### config.mk
export PLATFORM = sky130hd
export DESIGN_NAME = sram_access_ctrl
export DESIGN_NICKNAME = d
export VERILOG_FILES = /design/src/rtl/sram_ctrl_pkg.sv /design/src/rtl/sram_phase_timer.sv /design/src/rtl/sram_ctrl_fsm.sv /design/src/rtl/sram_io_path.sv /design/src/rtl/sram_access_ctrl.sv
export SDC_FILE = /design/constraint.sdc
export NUM_CORES = 1
export LEC_CHECK = 0
export ABC_AREA = 1
export BUFFER_PORTS_ARGS = -buffer_cell sky130_fd_sc_hd__buf_2
export CAP_MARGIN = 20
export CORE_UTILIZATION = 31
export DETAILED_ROUTE_END_ITERATION = 7
export HOLD_SLACK_MARGIN = 0.05
export MAX_ROUTING_LAYER = met4
export PLACE_DENSITY_LB_ADDON = 0.05
export SLEW_MARGIN = 40
export SYNTH_ARGS = -nofsm -noshare
export SYNTH_HDL_FRONTEND = slang
export SYNTH_SLANG_ARGS = --single-unit
### constraint.sdc
create_clock -name clk -period 1.5 [get_ports clk]
set_input_delay 0 -clock clk [delete_from_list [all_inputs] [get_ports clk]]
set_output_delay 0 -clock clk [all_outputs]
set_load 0.01 [all_outputs]
### src/rtl/sram_ctrl_pkg.sv
package sram_ctrl_pkg;

    typedef enum logic [2:0] {
        ST_IDLE,
        ST_SLEEP,
        ST_RD_ACCESS,
        ST_RD_TURN,
        ST_WR_SETUP,
        ST_WR_PULSE,
        ST_WR_RECOVER
    } ctrl_state_t;

    // Round a time up to whole clock cycles, never below one.
    function automatic int cycles_for(input int t_ps, input int clk_ps);
        int c;
        c = (t_ps + clk_ps - 1) / clk_ps;
        if (c < 1) c = 1;
        return c;
    endfunction

    function automatic int max_of(input int a, input int b);
        return (a > b) ? a : b;
    endfunction

endpackage

### src/rtl/sram_phase_timer.sv
module sram_phase_timer #(
    parameter int CNT_W = 4
) (
    input  logic             clk,
    input  logic             rst_n,
    input  logic             load,
    input  logic [CNT_W-1:0] load_val,
    output logic             expired
);

    logic [CNT_W-1:0] cnt_q;

    always_ff @(posedge clk) begin
        if (!rst_n) begin
            cnt_q <= '0;
        end else if (load) begin
            cnt_q <= load_val;
        end else if (cnt_q != '0) begin
            cnt_q <= cnt_q - 1'b1;
        end
    end

    assign expired = (cnt_q == '0);

endmodule

### src/rtl/sram_ctrl_fsm.sv
module sram_ctrl_fsm
    import sram_ctrl_pkg::*;
#(
    parameter int CNT_W   = 4,
    parameter int RD_CYC  = 11,
    parameter int TA_CYC  = 4,
    parameter int AS_CYC  = 1,
    parameter int WP_CYC  = 9,
    parameter int WR_CYC  = 1
) (
    input  logic             clk,
    input  logic             rst_n,
    input  logic             standby,
    input  logic             req_valid,
    input  logic             req_write,
    input  logic             expired,
    output logic             load,
    output logic [CNT_W-1:0] load_val,
    output logic             req_ready,
    output logic             accept,
    output logic             capture,
    output logic             cs_n,
    output logic             oe_n,
    output logic             we_n,
    output logic             dq_oe
);

    ctrl_state_t state_q, state_n;

    // State register
    always_ff @(posedge clk) begin
        if (!rst_n) state_q <= ST_IDLE;
        else        state_q <= state_n;
    end

    // Next state
    always_comb begin
        state_n = state_q;
        unique case (state_q)
            ST_IDLE: begin
                if (req_valid)    state_n = req_write ? ST_WR_SETUP : ST_RD_ACCESS;
                else if (standby) state_n = ST_SLEEP;
            end
            ST_SLEEP:      if (req_valid || !standby) state_n = ST_IDLE;
            ST_RD_ACCESS:  if (expired) state_n = ST_RD_TURN;
            ST_RD_TURN:    if (expired) state_n = ST_IDLE;
            ST_WR_SETUP:   if (expired) state_n = ST_WR_PULSE;
            ST_WR_PULSE:   if (expired) state_n = ST_WR_RECOVER;
            ST_WR_RECOVER: if (expired) state_n = ST_IDLE;
            default:       state_n = ST_IDLE;
        endcase
    end

    // Phase length loaded on entry to each timed state
    always_comb begin
        load     = (state_n != state_q);
        load_val = '0;
        unique case (state_n)
            ST_RD_ACCESS:  load_val = CNT_W'(RD_CYC - 1);
            ST_RD_TURN:    load_val = CNT_W'(TA_CYC - 1);
            ST_WR_SETUP:   load_val = CNT_W'(AS_CYC - 1);
            ST_WR_PULSE:   load_val = CNT_W'(WP_CYC - 1);
            ST_WR_RECOVER: load_val = CNT_W'(WR_CYC - 1);
            default:       load_val = '0;
        endcase
    end

    // Outputs
    always_comb begin
        cs_n      = 1'b0;
        oe_n      = 1'b1;
        we_n      = 1'b1;
        dq_oe     = 1'b0;
        req_ready = 1'b0;
        unique case (state_q)
            ST_IDLE:       req_ready = 1'b1;
            ST_SLEEP:      cs_n = 1'b1;
            ST_RD_ACCESS:  oe_n = 1'b0;
            ST_RD_TURN:    ;
            ST_WR_SETUP:   dq_oe = 1'b1;
            ST_WR_PULSE: begin
                we_n  = 1'b0;
                dq_oe = 1'b1;
            end
            ST_WR_RECOVER: dq_oe = 1'b1;
            default:       cs_n = 1'b1;
        endcase
    end

    assign accept  = (state_q == ST_IDLE) && req_valid;
    assign capture = (state_q == ST_RD_ACCESS) && expired;

endmodule

### src/rtl/sram_io_path.sv
module sram_io_path #(
    parameter int ADDR_W = 19,
    parameter int DATA_W = 8
) (
    input  logic              clk,
    input  logic              rst_n,
    input  logic              accept,
    input  logic              capture,
    input  logic [ADDR_W-1:0] req_addr,
    input  logic [DATA_W-1:0] req_wdata,
    input  logic [DATA_W-1:0] mem_dq_in,
    output logic [ADDR_W-1:0] mem_addr,
    output logic [DATA_W-1:0] mem_dq_out,
    output logic              rsp_valid,
    output logic [DATA_W-1:0] rsp_rdata
);

    logic [ADDR_W-1:0] addr_q;
    logic [DATA_W-1:0] wdata_q;
    logic [DATA_W-1:0] rdata_q;
    logic              rsp_q;

    always_ff @(posedge clk) begin
        if (!rst_n) begin
            addr_q  <= '0;
            wdata_q <= '0;
        end else if (accept) begin
            addr_q  <= req_addr;
            wdata_q <= req_wdata;
        end
    end

    always_ff @(posedge clk) begin
        if (!rst_n) begin
            rdata_q <= '0;
            rsp_q   <= 1'b0;
        end else begin
            rsp_q <= capture;
            if (capture) rdata_q <= mem_dq_in;
        end
    end

    assign mem_addr   = addr_q;
    assign mem_dq_out = wdata_q;
    assign rsp_valid  = rsp_q;
    assign rsp_rdata  = rdata_q;

endmodule

### src/rtl/sram_access_ctrl.sv
module sram_access_ctrl
    import sram_ctrl_pkg::*;
#(
    parameter int ADDR_W   = 19,
    parameter int DATA_W   = 8,
    parameter int CLK_PS   = 5000,
    parameter int T_RC_PS  = 55000,
    parameter int T_AA_PS  = 55000,
    parameter int T_CO_PS  = 55000,
    parameter int T_WC_PS  = 55000,
    parameter int T_WP_PS  = 40000,
    parameter int T_AW_PS  = 45000,
    parameter int T_DW_PS  = 25000,
    parameter int T_AS_PS  = 0,
    parameter int T_WR_PS  = 0,
    parameter int T_HZ_PS  = 20000
) (
    input  logic              clk,
    input  logic              rst_n,
    input  logic              standby,
    input  logic              req_valid,
    output logic              req_ready,
    input  logic              req_write,
    input  logic [ADDR_W-1:0] req_addr,
    input  logic [DATA_W-1:0] req_wdata,
    output logic              rsp_valid,
    output logic [DATA_W-1:0] rsp_rdata,
    output logic [ADDR_W-1:0] mem_addr,
    output logic              mem_cs_n,
    output logic              mem_oe_n,
    output logic              mem_we_n,
    output logic [DATA_W-1:0] mem_dq_out,
    input  logic [DATA_W-1:0] mem_dq_in,
    output logic              mem_dq_oe
);

    localparam int RD_CYC = max_of(max_of(cycles_for(T_RC_PS, CLK_PS),
                                          cycles_for(T_AA_PS, CLK_PS)),
                                   cycles_for(T_CO_PS, CLK_PS));
    localparam int TA_CYC = cycles_for(T_HZ_PS, CLK_PS);
    localparam int AS_CYC = cycles_for(T_AS_PS, CLK_PS);
    localparam int WP_CYC = max_of(max_of(cycles_for(T_WP_PS, CLK_PS),
                                          cycles_for(T_DW_PS, CLK_PS)),
                                   cycles_for(T_AW_PS, CLK_PS));
    localparam int WR_CYC = max_of(max_of(1, cycles_for(T_WR_PS, CLK_PS)),
                                   cycles_for(T_WC_PS, CLK_PS) - AS_CYC - WP_CYC);
    localparam int CNT_MAX = max_of(max_of(RD_CYC, TA_CYC),
                                    max_of(max_of(AS_CYC, WP_CYC), WR_CYC));
    localparam int CNT_W = $clog2(CNT_MAX + 1);

    logic             load;
    logic [CNT_W-1:0] load_val;
    logic             expired;
    logic             accept;
    logic             capture;

    sram_phase_timer #(.CNT_W(CNT_W)) u_timer (
        .clk      (clk),
        .rst_n    (rst_n),
        .load     (load),
        .load_val (load_val),
        .expired  (expired)
    );

    sram_ctrl_fsm #(
        .CNT_W  (CNT_W),
        .RD_CYC (RD_CYC),
        .TA_CYC (TA_CYC),
        .AS_CYC (AS_CYC),
        .WP_CYC (WP_CYC),
        .WR_CYC (WR_CYC)
    ) u_fsm (
        .clk       (clk),
        .rst_n     (rst_n),
        .standby   (standby),
        .req_valid (req_valid),
        .req_write (req_write),
        .expired   (expired),
        .load      (load),
        .load_val  (load_val),
        .req_ready (req_ready),
        .accept    (accept),
        .capture   (capture),
        .cs_n      (mem_cs_n),
        .oe_n      (mem_oe_n),
        .we_n      (mem_we_n),
        .dq_oe     (mem_dq_oe)
    );

    sram_io_path #(.ADDR_W(ADDR_W), .DATA_W(DATA_W)) u_io (
        .clk        (clk),
        .rst_n      (rst_n),
        .accept     (accept),
        .capture    (capture),
        .req_addr   (req_addr),
        .req_wdata  (req_wdata),
        .mem_dq_in  (mem_dq_in),
        .mem_addr   (mem_addr),
        .mem_dq_out (mem_dq_out),
        .rsp_valid  (rsp_valid),
        .rsp_rdata  (rsp_rdata)
    );

endmodule

## Word-level counts from Yosys, hierarchy flattened

Cells that the tools add are included.

- Bits of input ports: 40
- Word-level logic and storage cells: 45
- Register bits after elaboration: 43
- Output and inout port bits: 41

- Equal/unequal tests: 10
- Reduce and logical (&&, ||, !) cells: 11
- Multiplexer cells: 17
- Add/sub/neg operators: 1

Operators with widths:

| operator | number |
|---|---|
| $mux 3 | 8 |
| $pmux 3 s6 | 1 |
| $eq 3x2->1 const B | 4 |
| $eq 3x3->1 const B | 4 |
| $pmux 4 s3 | 1 |
| $mux 4 | 2 |
| $reduce_or 6->1 | 1 |
| $mux 1 | 5 |
| $logic_not 4->1 | 1 |
| $reduce_bool 4->1 | 1 |
| $sub 4x1->4 const B | 1 |
| $eq 3x1->1 const B | 1 |
| $logic_not 3->1 | 1 |
| $ne 3x3->1 | 1 |
| $reduce_or 3->1 | 1 |
| $logic_and 1x1->1 | 2 |
| $reduce_bool 2->1 | 1 |
| $reduce_or 2->1 | 1 |
| $logic_not 1->1 | 1 |
| $logic_or 1x1->1 | 1 |

## Logic depth before layout (Yosys ltp)

- Depth in word-level cells: 7
- Depth in mapped cells: 12

## By module

From an unflattened synthesis, not the netlist that was laid out.

- Cells, all modules: 331
- Area, all modules: 2,149.6 µm²

Modules (own cells, without submodules):

| module | times used | area an instance (µm²) | seq. area each (µm²) | cells an instance |
|---|---|---|---|---|
| sram_io_path | 1 | 1,505.2 | 720.7 | 225 |
| sram_ctrl_fsm | 1 | 396.6 | 60.1 | 66 |
| sram_phase_timer | 1 | 247.7 | 80.1 | 40 |

## Least setup slack after synthesis

OpenSTA, ideal clock, no wires.

- Path type: register to register
- From: register u_timer.cnt_q[0]
- To: register u_timer.cnt_q[0]
- Stages on the path, launching flop included: 13
- Setup time: 0.115 ns
- Path slack: 0.001 ns
- Required time: 1.385 ns
- Path buffers: 0
- Arrival time: 1.385 ns
- Path through: dfxtp_1 > inv_1 > ha_1 > nand2_4 > nor2_2 > nor2_2 > nand3_2 > nand2_2 > nand2_2 > nand3_4 > inv_2 > a21oi_1 > nor2_1

- Cells in the longest elaborated chain, start to end: 6
- Elaborated cells on any way between the ends: 16

RTL lines:

| what | RTL line | source |
|---|---|---|
| from (decl) | sram_phase_timer.sv:11 | `logic [CNT_W-1:0] cnt_q;` |
| from (signal assigned) | sram_phase_timer.sv:17 | `cnt_q <= load_val;` |
| from (signal assigned) | sram_phase_timer.sv:19 | `cnt_q <= cnt_q - 1'b1;` |
| $logic_not 4->1 | sram_phase_timer.sv:23 | `assign expired = (cnt_q == '0);` |
| $mux 3 (on tied branches) | n/a |  |
| $pmux 3 s6 | sram_ctrl_fsm.sv:39 | `unique case (state_q)` |
| $eq 3x3->1 / $eq 3x2->1 (equally long branches) | sram_ctrl_fsm.sv:58 | `unique case (state_n)` |
| $pmux 4 s3 | sram_ctrl_fsm.sv:58 |  |
| $mux 4 | sram_phase_timer.sv:16 | `end else if (load) begin` |

Several ways; a longest one is shown, not always the timed one. The select of a mux whose other input is x is not followed.
A chain may end at the register's enable or synchronous reset.

## Final worst setup path

Ends and elaborated chain as after synthesis.

==> Flow_metrics.wiki <==
{| class="wikitable"
! Metric !! Value
|-
| Result of the run || complete, no violations
|-
| Total number of yosys warnings || 0
|-
| Utilization after layout || 52.2%
|-
| Area after detailed placement || 0.00258 mm²
|-
| FF+latch area || 867 µm²
|-
| Detailed Routing Iterations Pass 1 || 4
|-
| Wirelength, routed || 5310 µm
|-
| Sequential-to-total area share from yosys stat || 44.5%
|-
| Average wire length per cell after detail routing || 11.6 µm
|-
| Post-synthesis instance area || 0.00193 mm²
|-
| Crit-path max FO || 5
|-
| Post-CTS clock slew at the launch and capture registers of the worst setup and hold paths || 0.07 ns
|-
| Initial Util || 32.5%
|-
| Worst Skew || 0.00357 ns
|-
| Die W || 81.0 µm
|-
| Final Hold Vio Count || 0
|-
| Ports || 81
|-
| PwrDens || 1640 mW/mm²
|-
| Post-synthesis to final-layout area growth || 61.0%
|-
| Fraction of layout cells with a size suffix above 1 || 40.4%
|-
| Max-capacitance violation count || 0
|-
| Unrepaired setup endpoints after global routing || true
|-
| Critical path origin || u_timer.cnt_q[0]$_SDFFE_PN0P_
|-
| Leak pwr || 0.00145 µW
|-
| Post-DP HPWL || 3440 µm
|-
| Number of diodes || 0
|-
| Level count of the clock H-tree || 2
|-
| GR Overflow Total || 0
|-
| Number of antenna violations at the first check in global routing || 0
|-
| Hold path start || standby
|-
| Die Area || 0.00656 mm²
|-
| R2R Path End || u_timer.cnt_q[0]$_SDFFE_PN0P_
|-
| Power consumption || 5100 µW
|-
| Slew Limit Headroom || 79.6%
|-
| Number of nets with antenna violations after routing || 0
|-
| Cell area after layout || 0.00311 mm²
|-
| Total number of clock tree sinks || 43
|-
| Placeable core region || 0.00596 mm²
|-
| Hold_ws || 0.0765 ns
|-
| Port Buffers || 80
|-
| Element type at the critical path start || flip-flop
|-
| Clock root buffer || sky130_fd_sc_hd__clkbuf_8
|-
| Reg2Reg Launch Point || u_timer.cnt_q[0]$_SDFFE_PN0P_
|-
| Arrival time of the worst setup path || 1.61 ns
|-
| Worst setup path endpoint || u_timer.cnt_q[0]$_SDFFE_PN0P_
|-
| Worst Reg-to-Reg Cells || 12
|-
| Slack of the worst reg-to-reg path || 0.07 ns
|-
| Count of fill cells added during filler insertion || 595
|-
| Highest achievable clock rate || 701 MHz
|-
| Total negative slack for setup checks || 0 ns
|-
| Endpoint class of the critical path || flip-flop
|-
| Register bit total from synthesis || 43
|-
| Worst min-delay path category || in2reg
|-
| Post-Synthesis Cells || 248
|-
| Number of vias after detailed routing || 2,050
|-
| Critical setup path kind || reg2reg
|-
| Largest net degree at the start of global routing || 32
|-
| Number of rows created at floorplan || 28
|-
| Shortest clock period the worst path allows after layout || 1.43 ns
|-
| RD Place Congestion || 0.783
|-
| # DRC || 0
|-
| Endpoint required time on the critical path || 1.68 ns
|-
| Skew-Pair Late Insertion Delay || 0.29 ns
|-
| Avg Synthesized Cell Area || 7.79 µm²
|-
| Final Cycle Share || 95.1%
|-
| Endpoints failing setup || 0
|-
| Post-layout net count || 422
|-
| Max IR drop VDD || 704 µV
|-
| Deepest clock path buffer count || 2
|-
| Vertical die dimension || 81.0 µm
|-
| Iteration-0 DRC Markers || 70
|-
| Total clock buffers created by CTS || 5
|-
| CTS tree || yes
|-
| Distinct cell type count of the synthesized netlist || 28
|-
| Total routing usage reported by global routing || 16.9%
|-
| Total area of multi-input combinational cells || 978 µm²
|-
| Slew Limit Fails || 0
|-
| First-pass GRT wire length || 8360 µm
|-
| Net count after synthesis || 289
|-
| Pin slew with the least headroom to its limit || 0.306 ns
|-
| Via density || 4.50
|-
| Via count of the first global-routing pass || 1,887
|}
## kinds of logic after synthesis
logic type,count (synthesis),share of synthesized area (%)
AO/OA/AOI/OAI,43,11.3
XOR/XNOR,2,0.906
adder cells (fa/ha/maj),1,0.647
buffers and inverters,30,7.70
flip-flops,43,44.5
AND/OR/NAND/NOR,129,34.9
## Yosys cell counts, drive strengths merged
cell,n,area (µm²)
dfxtp,43,861
nor4,1,12.5
nand3b,1,7.51
nor3,3,25.0
nor2,35,174
buf,8,66.3
o2111ai,1,8.76
ha,1,12.5
inv,15,56.3
nand2,50,218
nand3,37,225
o21ai,11,55.1
nand4,2,12.5
xnor2,1,8.76
xor2,1,8.76
clkbuf,7,26.3
a21oi,31,155
## flip-flops by register name, indices dropped and copies added (netlist names)
signal / flops
u_io.rsp_rdata: 8
u_io.mem_dq_out: 8
u_timer.cnt_q: 4
u_io.mem_addr: 19
u_fsm.state_q: 3
u_io.rsp_valid: 1
## timing repair
action / CTS / global route
hold endpoints to repair: 37 / 0
gates resized for setup: 1 / 16
setup endpoints to repair: 1 / 13
hold buffers: 36 / 0
pin swaps: 0 / 4
buffers inserted: 0 / 1
## how the worst min path moves through the flow
| stage | slack [ns] | end | depth (start not counted) |
|---|---|---|---|
| after floorplan | 0.13 | u_io.rsp_rdata[0]$_SDFFE_PN0P_ | 2 |
| after global placement | 0.22 | u_io.rsp_rdata[0]$_SDFFE_PN0P_ | 3 |
| after detailed placement | 0.23 | u_io.rsp_rdata[4]$_SDFFE_PN0P_ | 3 |
| after CTS | 0.07 | u_fsm.state_q[0]$_SDFF_PN0_ | 3 |
| after global routing | 0.08 | u_fsm.state_q[0]$_SDFF_PN0_ | 3 |
| final | 0.08 | u_fsm.state_q[0]$_SDFF_PN0_ | 3 |
## final cells by class
class / count / area share [%]
repair buffers: 141 / 32.5
multi-input cells: 175 / 31.4
flip-flops and latches: 43 / 27.9
well taps: 75 / 3.02
clock buffers: 6 / 2.33
inverters: 15 / 1.89
clock inverters: 1 / 0.965
## stage by stage
| stage | instances | setup slack, ns |
|---|---|---|
| after detailed placement | 412 | -0.0118 |
| final | 456 | 0.0741 |
| after floorplan | 248 | 0.000671 |
| after global routing | 456 | -0.0284 |
| after CTS | 455 | 0.0136 |
| after global placement | 412 | 0.0181 |
## worst max-delay path, stage by stage, from the launching register on
cell	delay, ns
sky130_fd_sc_hd__dfxtp_2	0.33
sky130_fd_sc_hd__inv_1	0.06
sky130_fd_sc_hd__ha_4	0.17
sky130_fd_sc_hd__nand2_4	0.10
sky130_fd_sc_hd__nor2_4	0.05
sky130_fd_sc_hd__nor2_2	0.10
sky130_fd_sc_hd__nand3_2	0.10
sky130_fd_sc_hd__nand2_2	0.07
sky130_fd_sc_hd__nand2_2	0.07
sky130_fd_sc_hd__nand3_4	0.10
sky130_fd_sc_hd__inv_2	0.05
sky130_fd_sc_hd__a21oi_2	0.10
sky130_fd_sc_hd__nor2_1	0.04
## layer usage
layer  wire [µm]  up-vias  GRT usage (%)
li1            -     1078              -
met1        2530      922           21.2
met2        2570       48           27.9
met3         181        2           2.70
met4          26        0           4.82
met5           0        -              -
## where the power goes
part           switching (µW)  internal [µW]  total, µW
Clock                     372            488        860
Sequential                125           1390       1510
Combinational            1500           1220       2730
## cells in the final DEF (no fill, tap or decap)
master / Yosys / final
sky130_fd_sc_hd__dfxtp_2: 0 / 5
sky130_fd_sc_hd__xor2_1: 1 / 1
sky130_fd_sc_hd__nor2_4: 5 / 6
sky130_fd_sc_hd__o21ai_1: 3 / 1
sky130_fd_sc_hd__nor3_4: 0 / 2
sky130_fd_sc_hd__nand3_2: 3 / 5
sky130_fd_sc_hd__dlygate4sd3_1: 0 / 36
sky130_fd_sc_hd__nand2_1: 42 / 42
sky130_fd_sc_hd__a21oi_2: 0 / 2
sky130_fd_sc_hd__inv_2: 7 / 7
sky130_fd_sc_hd__inv_1: 8 / 7
sky130_fd_sc_hd__nand4_1: 2 / 2
sky130_fd_sc_hd__nand2_2: 6 / 6
sky130_fd_sc_hd__buf_4: 3 / 20
sky130_fd_sc_hd__buf_2: 2 / 80
sky130_fd_sc_hd__clkbuf_8: 0 / 5
sky130_fd_sc_hd__xnor2_1: 1 / 1
sky130_fd_sc_hd__ha_4: 0 / 1
sky130_fd_sc_hd__dfxtp_1: 43 / 38
sky130_fd_sc_hd__bufinv_16: 0 / 1
sky130_fd_sc_hd__nor3_1: 1 / 1
sky130_fd_sc_hd__nor4_2: 1 / 1
sky130_fd_sc_hd__o21ai_0: 8 / 8
sky130_fd_sc_hd__clkbuf_1: 7 / 1
sky130_fd_sc_hd__nand3_1: 32 / 30
sky130_fd_sc_hd__nand2_4: 2 / 2
sky130_fd_sc_hd__nand3_4: 2 / 2
sky130_fd_sc_hd__nand3b_1: 1 / 1
sky130_fd_sc_hd__a21oi_1: 31 / 29
sky130_fd_sc_hd__nor2_2: 2 / 1
sky130_fd_sc_hd__nor2_1: 28 / 28
sky130_fd_sc_hd__buf_12: 0 / 5
sky130_fd_sc_hd__o21ai_2: 0 / 2
sky130_fd_sc_hd__inv_4: 0 / 1
sky130_fd_sc_hd__o2111ai_1: 1 / 1
(Power assumes the default switching activity.)
